===== config.mk =====
export PLATFORM = sky130hd
export DESIGN_NAME = cam_seq_dual
export DESIGN_NICKNAME = d
export VERILOG_FILES = /design/src/rtl/cam_dual_pkg.sv /design/src/rtl/cam_bank.sv /design/src/rtl/cam_lane_match.sv /design/src/rtl/cam_scan_ctrl.sv /design/src/rtl/cam_result_fold.sv /design/src/rtl/cam_seq_dual.sv
export SDC_FILE = /design/constraint.sdc
export NUM_CORES = 2
export LEC_CHECK = 0
export ABC_AREA = 1
export BUFFER_PORTS_ARGS = -buffer_cell sky130_fd_sc_hd__buf_2
export CORE_UTILIZATION = 60
export CTS_CLUSTER_SIZE = 10
export DETAILED_ROUTE_END_ITERATION = 8
export HOLD_SLACK_MARGIN = 0.05
export PLACE_DENSITY = 0.84
export SLEW_MARGIN = 20
export SYNTH_ARGS = -nofsm -noshare
export SYNTH_HDL_FRONTEND = slang
export SYNTH_HIERARCHICAL = 1
export SYNTH_SLANG_ARGS = --single-unit
export TNS_END_PERCENT = 1

===== constraint.sdc =====
create_clock -name clk -period 3.15 [get_ports clk]
set_clock_uncertainty 0.15 [all_clocks]
set_input_delay 0.63 -clock clk [delete_from_list [all_inputs] [get_ports clk]]
set_output_delay 0.63 -clock clk [all_outputs]
set_load 0.005 [all_outputs]

===== src/rtl/cam_dual_pkg.sv =====
package cam_dual_pkg;

  // Edges from request acceptance to the edge that raises the result pulse.
  function automatic int unsigned scan_latency(input int unsigned depth);
    return depth / 2 + 1;
  endfunction

  // Inside one compared pair the even lane wins; odd is chosen only if even missed.
  function automatic logic pick_odd(input logic hit_even);
    return !hit_even;
  endfunction

  // Bank address of the final pair in a scan.
  function automatic int unsigned last_pair(input int unsigned depth);
    return depth / 2 - 1;
  endfunction

endpackage


===== src/rtl/cam_bank.sv =====
module cam_bank #(
  parameter int unsigned KEY_W = 16,
  parameter int unsigned VAL_W = 8,
  parameter int unsigned BD    = 32,
  parameter int unsigned BA_W  = 5
) (
  input  logic             clk,
  input  logic             rst_n,
  input  logic             wr_en,
  input  logic [BA_W-1:0]  wr_addr,
  input  logic             wr_valid,
  input  logic [KEY_W-1:0] wr_key,
  input  logic [VAL_W-1:0] wr_val,
  input  logic             rd_en,
  input  logic [BA_W-1:0]  rd_addr,
  output logic             rd_valid,
  output logic [KEY_W-1:0] rd_key,
  output logic [VAL_W-1:0] rd_val
);
  logic             mem_valid [BD];
  logic [KEY_W-1:0] mem_key   [BD];
  logic [VAL_W-1:0] mem_val   [BD];

  // Valid flags are cleared by reset; keys and values need no reset.
  always_ff @(posedge clk) begin
    if (!rst_n) begin
      for (int i = 0; i < BD; i++) mem_valid[i] <= 1'b0;
    end else if (wr_en) begin
      mem_valid[wr_addr] <= wr_valid;
    end
  end

  always_ff @(posedge clk) begin
    if (wr_en) begin
      mem_key[wr_addr] <= wr_key;
      mem_val[wr_addr] <= wr_val;
    end
  end

  // Read-only search port with a registered output.
  always_ff @(posedge clk) begin
    if (!rst_n) begin
      rd_valid <= 1'b0;
      rd_key   <= '0;
      rd_val   <= '0;
    end else if (rd_en) begin
      rd_valid <= mem_valid[rd_addr];
      rd_key   <= mem_key[rd_addr];
      rd_val   <= mem_val[rd_addr];
    end
  end

endmodule


===== src/rtl/cam_lane_match.sv =====
module cam_lane_match #(
  parameter int unsigned KEY_W = 16
) (
  input  logic             ent_valid,
  input  logic [KEY_W-1:0] ent_key,
  input  logic [KEY_W-1:0] look_key,
  output logic             lane_hit
);
  logic [KEY_W-1:0] bit_eq;

  assign bit_eq   = ~(ent_key ^ look_key);
  assign lane_hit = ent_valid && (&bit_eq);

endmodule


===== src/rtl/cam_scan_ctrl.sv =====
module cam_scan_ctrl
  import cam_dual_pkg::*;
#(
  parameter int unsigned DEPTH = 64,
  parameter int unsigned BA_W  = 5
) (
  input  logic            clk,
  input  logic            rst_n,
  input  logic            srch_req,
  output logic            srch_ready,
  output logic            accept,
  output logic            rd_en,
  output logic [BA_W-1:0] rd_addr,
  output logic            cmp_vld,
  output logic [BA_W-1:0] cmp_addr,
  output logic            cmp_last
);
  localparam int unsigned LAST = last_pair(DEPTH);

  logic            issuing;
  logic [BA_W-1:0] addr_q;
  logic            at_last;

  assign at_last    = (addr_q == BA_W'(LAST));
  assign srch_ready = !issuing && !cmp_vld;
  assign accept     = srch_req && srch_ready;
  assign rd_en      = issuing;
  assign rd_addr    = addr_q;

  always_ff @(posedge clk) begin
    if (!rst_n) begin
      issuing  <= 1'b0;
      addr_q   <= '0;
      cmp_vld  <= 1'b0;
      cmp_addr <= '0;
      cmp_last <= 1'b0;
    end else begin
      cmp_vld  <= issuing;
      cmp_addr <= addr_q;
      cmp_last <= issuing && at_last;
      if (accept) begin
        issuing <= 1'b1;
        addr_q  <= '0;
      end else if (issuing) begin
        addr_q <= addr_q + 1'b1;
        if (at_last) issuing <= 1'b0;
      end
    end
  end

  AST_ADDR_IN_RANGE: assert property (@(posedge clk) disable iff (!rst_n)
    issuing |-> (addr_q <= BA_W'(LAST)));
  AST_START_NEEDS_REQ: assert property (@(posedge clk) disable iff (!rst_n)
    $rose(issuing) |-> $past(srch_req));
  AST_LAST_IS_VALID: assert property (@(posedge clk) disable iff (!rst_n)
    cmp_last |-> cmp_vld);

endmodule


===== src/rtl/cam_result_fold.sv =====
module cam_result_fold
  import cam_dual_pkg::*;
#(
  parameter int unsigned VAL_W = 8,
  parameter int unsigned IDX_W = 6,
  parameter int unsigned BA_W  = 5
) (
  input  logic             clk,
  input  logic             rst_n,
  input  logic             accept,
  input  logic             cmp_vld,
  input  logic             cmp_last,
  input  logic [BA_W-1:0]  cmp_addr,
  input  logic             hit_even,
  input  logic             hit_odd,
  input  logic [VAL_W-1:0] val_even,
  input  logic [VAL_W-1:0] val_odd,
  output logic             rsp_done,
  output logic             rsp_hit,
  output logic [IDX_W-1:0] rsp_idx,
  output logic [VAL_W-1:0] rsp_val
);
  logic             found;
  logic [IDX_W-1:0] f_idx;
  logic [VAL_W-1:0] f_val;
  logic             pair_hit;
  logic [IDX_W-1:0] pair_idx;
  logic [VAL_W-1:0] pair_val;
  logic             take;
  logic             nx_found;
  logic [IDX_W-1:0] nx_idx;
  logic [VAL_W-1:0] nx_val;
  logic             finish;

  assign pair_hit = hit_even || hit_odd;
  assign pair_idx = {cmp_addr, pick_odd(hit_even)};
  assign pair_val = hit_even ? val_even : val_odd;
  assign take     = cmp_vld && pair_hit && !found;
  assign nx_found = found || take;
  assign nx_idx   = take ? pair_idx : f_idx;
  assign nx_val   = take ? pair_val : f_val;
  assign finish   = cmp_vld && cmp_last;

  always_ff @(posedge clk) begin
    if (!rst_n) begin
      found <= 1'b0;
      f_idx <= '0;
      f_val <= '0;
    end else if (accept) begin
      found <= 1'b0;
      f_idx <= '0;
      f_val <= '0;
    end else if (cmp_vld) begin
      found <= nx_found;
      f_idx <= nx_idx;
      f_val <= nx_val;
    end
  end

  always_ff @(posedge clk) begin
    if (!rst_n) begin
      rsp_done <= 1'b0;
      rsp_hit  <= 1'b0;
      rsp_idx  <= '0;
      rsp_val  <= '0;
    end else begin
      rsp_done <= finish;
      if (finish) begin
        rsp_hit <= nx_found;
        rsp_idx <= nx_found ? nx_idx : '0;
        rsp_val <= nx_found ? nx_val : '0;
      end
    end
  end

  AST_DONE_PULSE: assert property (@(posedge clk) disable iff (!rst_n)
    rsp_done |=> !rsp_done);
  AST_MISS_ZERO: assert property (@(posedge clk) disable iff (!rst_n)
    (rsp_done && !rsp_hit) |-> (rsp_idx == '0 && rsp_val == '0));
  AST_FIRST_KEPT: assert property (@(posedge clk) disable iff (!rst_n)
    (cmp_vld && found) |=> $stable(f_idx));
  AST_DONE_AFTER_LAST: assert property (@(posedge clk) disable iff (!rst_n)
    rsp_done |-> $past(cmp_vld && cmp_last));

endmodule


===== src/rtl/cam_seq_dual.sv =====
module cam_seq_dual
  import cam_dual_pkg::*;
#(
  parameter int unsigned KEY_W = 16,
  parameter int unsigned VAL_W = 8,
  parameter int unsigned DEPTH = 64,
  localparam int unsigned IDX_W = $clog2(DEPTH)
) (
  input  logic             clk,
  input  logic             rst_n,
  input  logic             wr_en,
  input  logic [IDX_W-1:0] wr_idx,
  input  logic [KEY_W-1:0] wr_key,
  input  logic [VAL_W-1:0] wr_val,
  input  logic             wr_valid,
  input  logic             srch_req,
  input  logic [KEY_W-1:0] srch_key,
  output logic             srch_ready,
  output logic             rsp_done,
  output logic             rsp_hit,
  output logic [IDX_W-1:0] rsp_idx,
  output logic [VAL_W-1:0] rsp_val
);
  localparam int unsigned BD   = DEPTH / 2;
  localparam int unsigned BA_W = IDX_W - 1;

  logic             accept;
  logic             rd_en;
  logic [BA_W-1:0]  rd_addr;
  logic             cmp_vld;
  logic [BA_W-1:0]  cmp_addr;
  logic             cmp_last;
  logic [KEY_W-1:0] look_key;

  logic             lane_valid [2];
  logic [KEY_W-1:0] lane_key   [2];
  logic [VAL_W-1:0] lane_val   [2];
  logic             lane_hit   [2];

  always_ff @(posedge clk) begin
    if (!rst_n)      look_key <= '0;
    else if (accept) look_key <= srch_key;
  end

  cam_scan_ctrl #(.DEPTH(DEPTH), .BA_W(BA_W)) u_ctrl (
    .clk(clk), .rst_n(rst_n), .srch_req(srch_req), .srch_ready(srch_ready),
    .accept(accept), .rd_en(rd_en), .rd_addr(rd_addr),
    .cmp_vld(cmp_vld), .cmp_addr(cmp_addr), .cmp_last(cmp_last)
  );

  // Lane 0 holds even indexes, lane 1 holds odd indexes.
  for (genvar g = 0; g < 2; g++) begin : g_lane
    cam_bank #(.KEY_W(KEY_W), .VAL_W(VAL_W), .BD(BD), .BA_W(BA_W)) u_bank (
      .clk(clk), .rst_n(rst_n),
      .wr_en(wr_en && (wr_idx[0] == 1'(g))), .wr_addr(wr_idx[IDX_W-1:1]),
      .wr_valid(wr_valid), .wr_key(wr_key), .wr_val(wr_val),
      .rd_en(rd_en), .rd_addr(rd_addr),
      .rd_valid(lane_valid[g]), .rd_key(lane_key[g]), .rd_val(lane_val[g])
    );
    cam_lane_match #(.KEY_W(KEY_W)) u_match (
      .ent_valid(lane_valid[g]), .ent_key(lane_key[g]),
      .look_key(look_key), .lane_hit(lane_hit[g])
    );
  end

  cam_result_fold #(.VAL_W(VAL_W), .IDX_W(IDX_W), .BA_W(BA_W)) u_fold (
    .clk(clk), .rst_n(rst_n), .accept(accept),
    .cmp_vld(cmp_vld), .cmp_last(cmp_last), .cmp_addr(cmp_addr),
    .hit_even(lane_hit[0]), .hit_odd(lane_hit[1]),
    .val_even(lane_val[0]), .val_odd(lane_val[1]),
    .rsp_done(rsp_done), .rsp_hit(rsp_hit), .rsp_idx(rsp_idx), .rsp_val(rsp_val)
  );

  AST_NO_ACCEPT_BUSY: assert property (@(posedge clk) disable iff (!rst_n)
    cmp_vld |-> !srch_ready);
  AST_DONE_FREES: assert property (@(posedge clk) disable iff (!rst_n)
    rsp_done |-> srch_ready);

endmodule


==> Yosys cells after proc, flatten, opt, wreduce, memory -nomap -nowiden <==
Memory sizes are Yosys's and may differ from the RTL's. A register that Yosys moved wholly into a read port is not among the register bits.
Cells that the tools add are included.
{ "totals": {"reg_bits": 60, "latchBits": 0, "ram_bits": 1600, "romBits": 0, "output_inout_bits": 17, "word_cells": 77, "n_memories": 6} }
{ "op_classes": {"add_sub_neg": 1, "mul": 0, "div_mod_pow": 0, "n_lt_le_gt_ge": 0, "n_eq_ne": 1, "n_shift": 0, "muxes": 23, "bitwise_logic": 6, "n_reduce_logical": 27} }
{ "memory_table": {"columns": ["memory", "words", "width", "rd", "rd_clocked_by_memory_dff", "write_ports", "line_no", "source"], "rows": [
  ["g_lane[0].u_bank.mem_key", 32, 16, 1, 1, 1, "cam_bank.sv:21", "logic [KEY_W-1:0] mem_key [BD];"],
  ["g_lane[1].u_bank.mem_key", 32, 16, 1, 1, 1, "cam_bank.sv:21", null],
  ["g_lane[0].u_bank.mem_val", 32, 8, 1, 1, 1, "cam_bank.sv:22", "logic [VAL_W-1:0] mem_val [BD];"],
  ["g_lane[1].u_bank.mem_val", 32, 8, 1, 1, 1, "cam_bank.sv:22", null],
  ["g_lane[0].u_bank.mem_valid", 32, 1, 1, 1, 32, "cam_bank.sv:20", "logic mem_valid [BD];"],
  ["g_lane[1].u_bank.mem_valid", 32, 1, 1, 1, 32, "cam_bank.sv:20", null]
]} }
{ "op_table": {"columns": ["op", "n"], "rows": [
  ["inverter 16 bit", 2],
  ["AND reduction 16 bit", 2],
  ["bitwise XOR 16 bit", 2],
  ["2-to-1 mux 8 bit", 3],
  ["2-to-1 mux 1 bit", 16],
  ["2-to-1 mux 6 bit", 2],
  ["logical AND 1 bit", 10],
  ["logical NOT 1 bit", 10],
  ["2-to-1 mux 5 bit", 2],
  ["adder 5 x 1 -> 5 bit (second input constant)", 1],
  ["equality test 5 bit (second input constant)", 1],
  ["logical OR 1 bit", 2],
  ["inverter 1 bit", 2],
  ["OR reduction 1 bit", 2],
  ["OR reduction 2 bit", 1]
]} }

==> Logic depth before layout (Yosys ltp) <==
{ "logic_depth": {"depth_word": 9, "depth_mapped": 17} }

==> Modules after synthesis <==
Netlist, hierarchy kept.
{ "by_module_without_submodules": {"columns": ["module", "n_inst", "cells_each", "area_per_inst_um2"], "rows": [
  ["cam_bank (g_lane[0].u_bank)", 1, 2901, 33557.2],
  ["cam_bank (g_lane[1].u_bank)", 1, 2901, 33539.7],
  ["cam_result_fold", 1, 179, 1383.8],
  ["cam_seq_dual", 1, 105, 689.4],
  ["cam_lane_match", 2, 63, 275.3],
  ["cam_scan_ctrl", 1, 59, 525.5]
]} }

==> Worst setup path before layout <==
Ideal clock, no wire load.
{ "synth_timing": {"path_type": "in2reg", "from": "input port wr_en", "to": "memory g_lane[0].u_bank.mem_key[26][0] (enable)", "arrival_time_ns": 2.312, "slack_ns": 0.281, "cell_stages": 6, "path_cell_list": "inv_1 nor2_1 inv_1 nor3_1 inv_1 nor2_1"} }
{ "synth_via": {"elab_chain_len": 3} }
{ "synth_rtl": {"columns": ["element", "line_no", "source"], "rows": [
  ["start, declared", "cam_seq_dual.sv:11", "input logic wr_en,"],
  ["logical AND 1 bit", "cam_seq_dual.sv:55", ".wr_en(wr_en && (wr_idx[0] == 1'(g))), .wr_addr(wr_idx[IDX_W-1:1]),"],
  ["2-to-1 mux 1 bit", "cam_bank.sv:34", "if (wr_en) begin"],
  ["2-to-1 mux 1 bit (not written as such)", "cam_bank.sv:35", "mem_key[wr_addr] <= wr_key;"],
  ["end, declared", "cam_bank.sv:21", null]
]} }
No other way between the ends.

==> out/results.tsv <==
stage	metric	value	unit
outcome	status	complete, but fails checks	
outcome	failed_checks	DRC	
floorplanning	die_w	344	um
clock_tree	insertion_delay	0.81	ns
grt	grt_first_pass_wirelength	285000	um
layout	num-fill-cells	7592	
clock_tree	post_cts_resized	0	
place	place_area	0.0726	sq mm
job	max_cap_viol_count	0	
worst_setup_path	path_max_fanout	100	
clock_tree	hold_buffers	3	
grt	grt_start_max_net_pins	133	
route	vias	49800	
layout	final_nets	6391	
yosys	syn_inst	6271	
route	wl_met2	88100	um
clock_tree	ctsRootBufferMaster	clkbuf_16	
clock_tree	cts.sinks	1710	
clock_tree	htree_levels	4	
grt	overflow	0	
floorplanning	ios	68	
sta	period_minus_slack	2.85	ns
route	drcViolationCount	2	
route	drtAntennaViolNets	0	
pwr	p_per_area	621	mW/mm^2
worst_setup_path	worstPathArrival	3.45	ns
yosys	ys_seq_elements	1710	
place	placement.io_buffers	67	
route	wl_per_cell	24.1	um
layout	final_core_util	0.672	
layout	fin_area	0.0781	sq mm
grt	grt_pass1_vias	48300	
grt	antenna_found_initial	8	
pwr	p_leak	0.0284	uW
worst_hold_path	hp-class	in -> reg	
layout	final_cells	7997	
sta	setup_violations	0	
layout	layout_commonest_cell	nand2_1	
sta	finalSetupTns	0	ns
clock_tree	clockBufferDepth	3	
clock_tree	cts.clk_slew.worst_paths	0.06	ns
floorplanning	start_util	0.605	
yosys	synth.distinct_cells	38	
sta	worst_pin_slew	1.10	ns
clock_tree	post_cts_buffers	0	
layout	drive_gt1_frac	0.0960	
sta	max_clock_freq	350	MHz
yosys	synth_area	0.0702	sq mm
yosys	synth.net_count	6324	
route	wl_met3	25900	um
layout	most-common-layout-cells	nand2_1, edfxtp_1, nand3_1	
sta	rsz0062_at_grt	no	
floorplanning	core-area	0.116	sq mm
clock_tree	cts-buffers-inserted	189	
clock_tree	cts_tree	done	
floorplanning	die_h	344	um
route	vias_per_cell	6.23	
layout	syn2layout_area_growth	11.2	%
worst_setup_path	end_kind	flop	
sta	fin_hold_ws	0.129	ns
route	routed_wl	193000	um
sta	finalHoldViolations	0	
grt	grt_usage	0.324	
sta	post-route-period-util	0.906	
pwr	peakVddDrop	0.515	mV
route	drt-pass1-iter-count	9	
yosys	synth_seq_area_share	0.706	
place	place_congestion	1.01	
worst_setup_path	criticalPathCategory	reg -> reg	
place	place_inst	7668	
floorplanning	rows	125	
place	dp_hpwl	111000	um
worst_setup_path	crit_path_start_kind	flop	
yosys	synth.avg_cell_area	11.2	sq um
route	top_layer	met5	
route	drt-initial-drc-count	7681	
route	drt-met1-wl	65800	um
yosys	yosysWarnings	6	
sta	drv_slew	0	
floorplanning	dieArea	0.118	sq mm
worst_setup_path	cp.required	3.75	ns
sta	relSlewSlack	0.265	
==> worst paths after layout <==
check,start,end,slack (ns),cells past startpoint
worst max-delay path,u_ctrl/rd_addr[0]$_SDFFE_PP0P_,g_lane[0].u_bank/rd_key[12]$_SDFFE_PN0P_,0.30,10
worst min-delay path,srch_key[3],look_key[3]$_SDFFE_PN0P_,0.13,5
worst max register to register,u_ctrl/rd_addr[0]$_SDFFE_PP0P_,g_lane[0].u_bank/rd_key[12]$_SDFFE_PN0P_,0.30,10
worst min register to register,u_fold/f_idx[1]$_SDFFE_PP0P_,u_fold/f_idx[1]$_SDFFE_PP0P_,0.32,2
==> state kept, by name, summed over array words and instances (netlist names), 2 cells and up <==
name / flops
g_lane.u_bank/mem_key: 1024
g_lane.u_bank/mem_val: 512
g_lane.u_bank/mem_valid: 64
g_lane.u_bank/rd_key: 32
g_lane.u_bank/rd_val: 16
g_lane.u_bank/rd_valid: 2
look_key: 16
u_ctrl/cmp_addr: 5
u_ctrl/rd_addr: 5
u_fold/f_idx: 6
u_fold/f_val: 8
u_fold/rsp_idx: 6
u_fold/rsp_val: 8
==> metrics by stage <==
step	total power, uW	worst slack [ns]
after floorplan	27800	0.281
after global placement	28800	0.422
after detailed placement	28900	0.401
after CTS	48500	0.442
after global routing	49700	0.226
final	48500	0.297
==> area by class of cell <==
class	count	area, sq um	share of cell area
multi-input cells	4047	17800	0.227
well taps	1524	1910	0.0244
diodes	3	7.51	0.0000961
repair buffers	266	2840	0.0364
clock inverters	15	282	0.00360
clock buffers	308	5200	0.0665
flip-flops and latches	1710	49600	0.635
inverters	124	512	0.00655
==> synthesized netlist by cell type (all sizes together) <==
cell | n | area (sq um)
nor3 | 27 | 150
a21oi | 82 | 624
nor2 | 118 | 508
o22ai | 4 | 25.0
clkbuf | 88 | 355
buf | 302 | 2160
o21ai | 118 | 594
inv | 122 | 478
edfxtp | 1536 | 46100
dfxtp | 174 | 3480
nand3 | 1375 | 6890
clkinv | 2 | 8.75
ha | 2 | 25.0
nand2 | 2303 | 8680
or2 | 1 | 6.26
xor2 | 11 | 96.3
nand4 | 6 | 37.5
==> per-layer routing <==
metal | vias up | GRT usage
met1 | 23600 | 0.416
met2 | 3699 | 0.501
met3 | 654 | 0.0809
li1 | 21800 | -
met4 | 4 | 0.198
met5 | - | 0
==> where the power goes <==
group          total [uW]  internal, uW  switching (uW)  leakage [uW]
Clock               19900         11200            8620       0.00260
Sequential          25100         25000             193        0.0152
Combinational        3510           906            2610        0.0106
Total               48500         37100           11400        0.0284
==> worst max-delay path, cell delays in order, from the launching register on <==
cell and delay [ns]:
dfxtp_4 0.47, clkinv_8 0.11, buf_4 0.78, nand2_1 0.15, nand3_1 0.13, nand3_1 0.17
nand2_1 0.29, nand2_1 0.10, nand3_1 0.10, nand2_1 0.11, a21oi_2 0.13
==> cell families (layout without fill, tap and decap cells) <==
logic type / count (synthesis) / after routing / share of synthesized area
simple gates: 3830 / 3830 / 0.232
xor+xnor: 11 / 11 / 0.00137
compound gates: 204 / 204 / 0.0177
fa+ha+maj: 2 / 2 / 0.000356
flops: 1710 / 1710 / 0.706
other cells: 0 / 3 / 0
buf+inv: 514 / 713 / 0.0427
(Power assumes the default switching activity.)
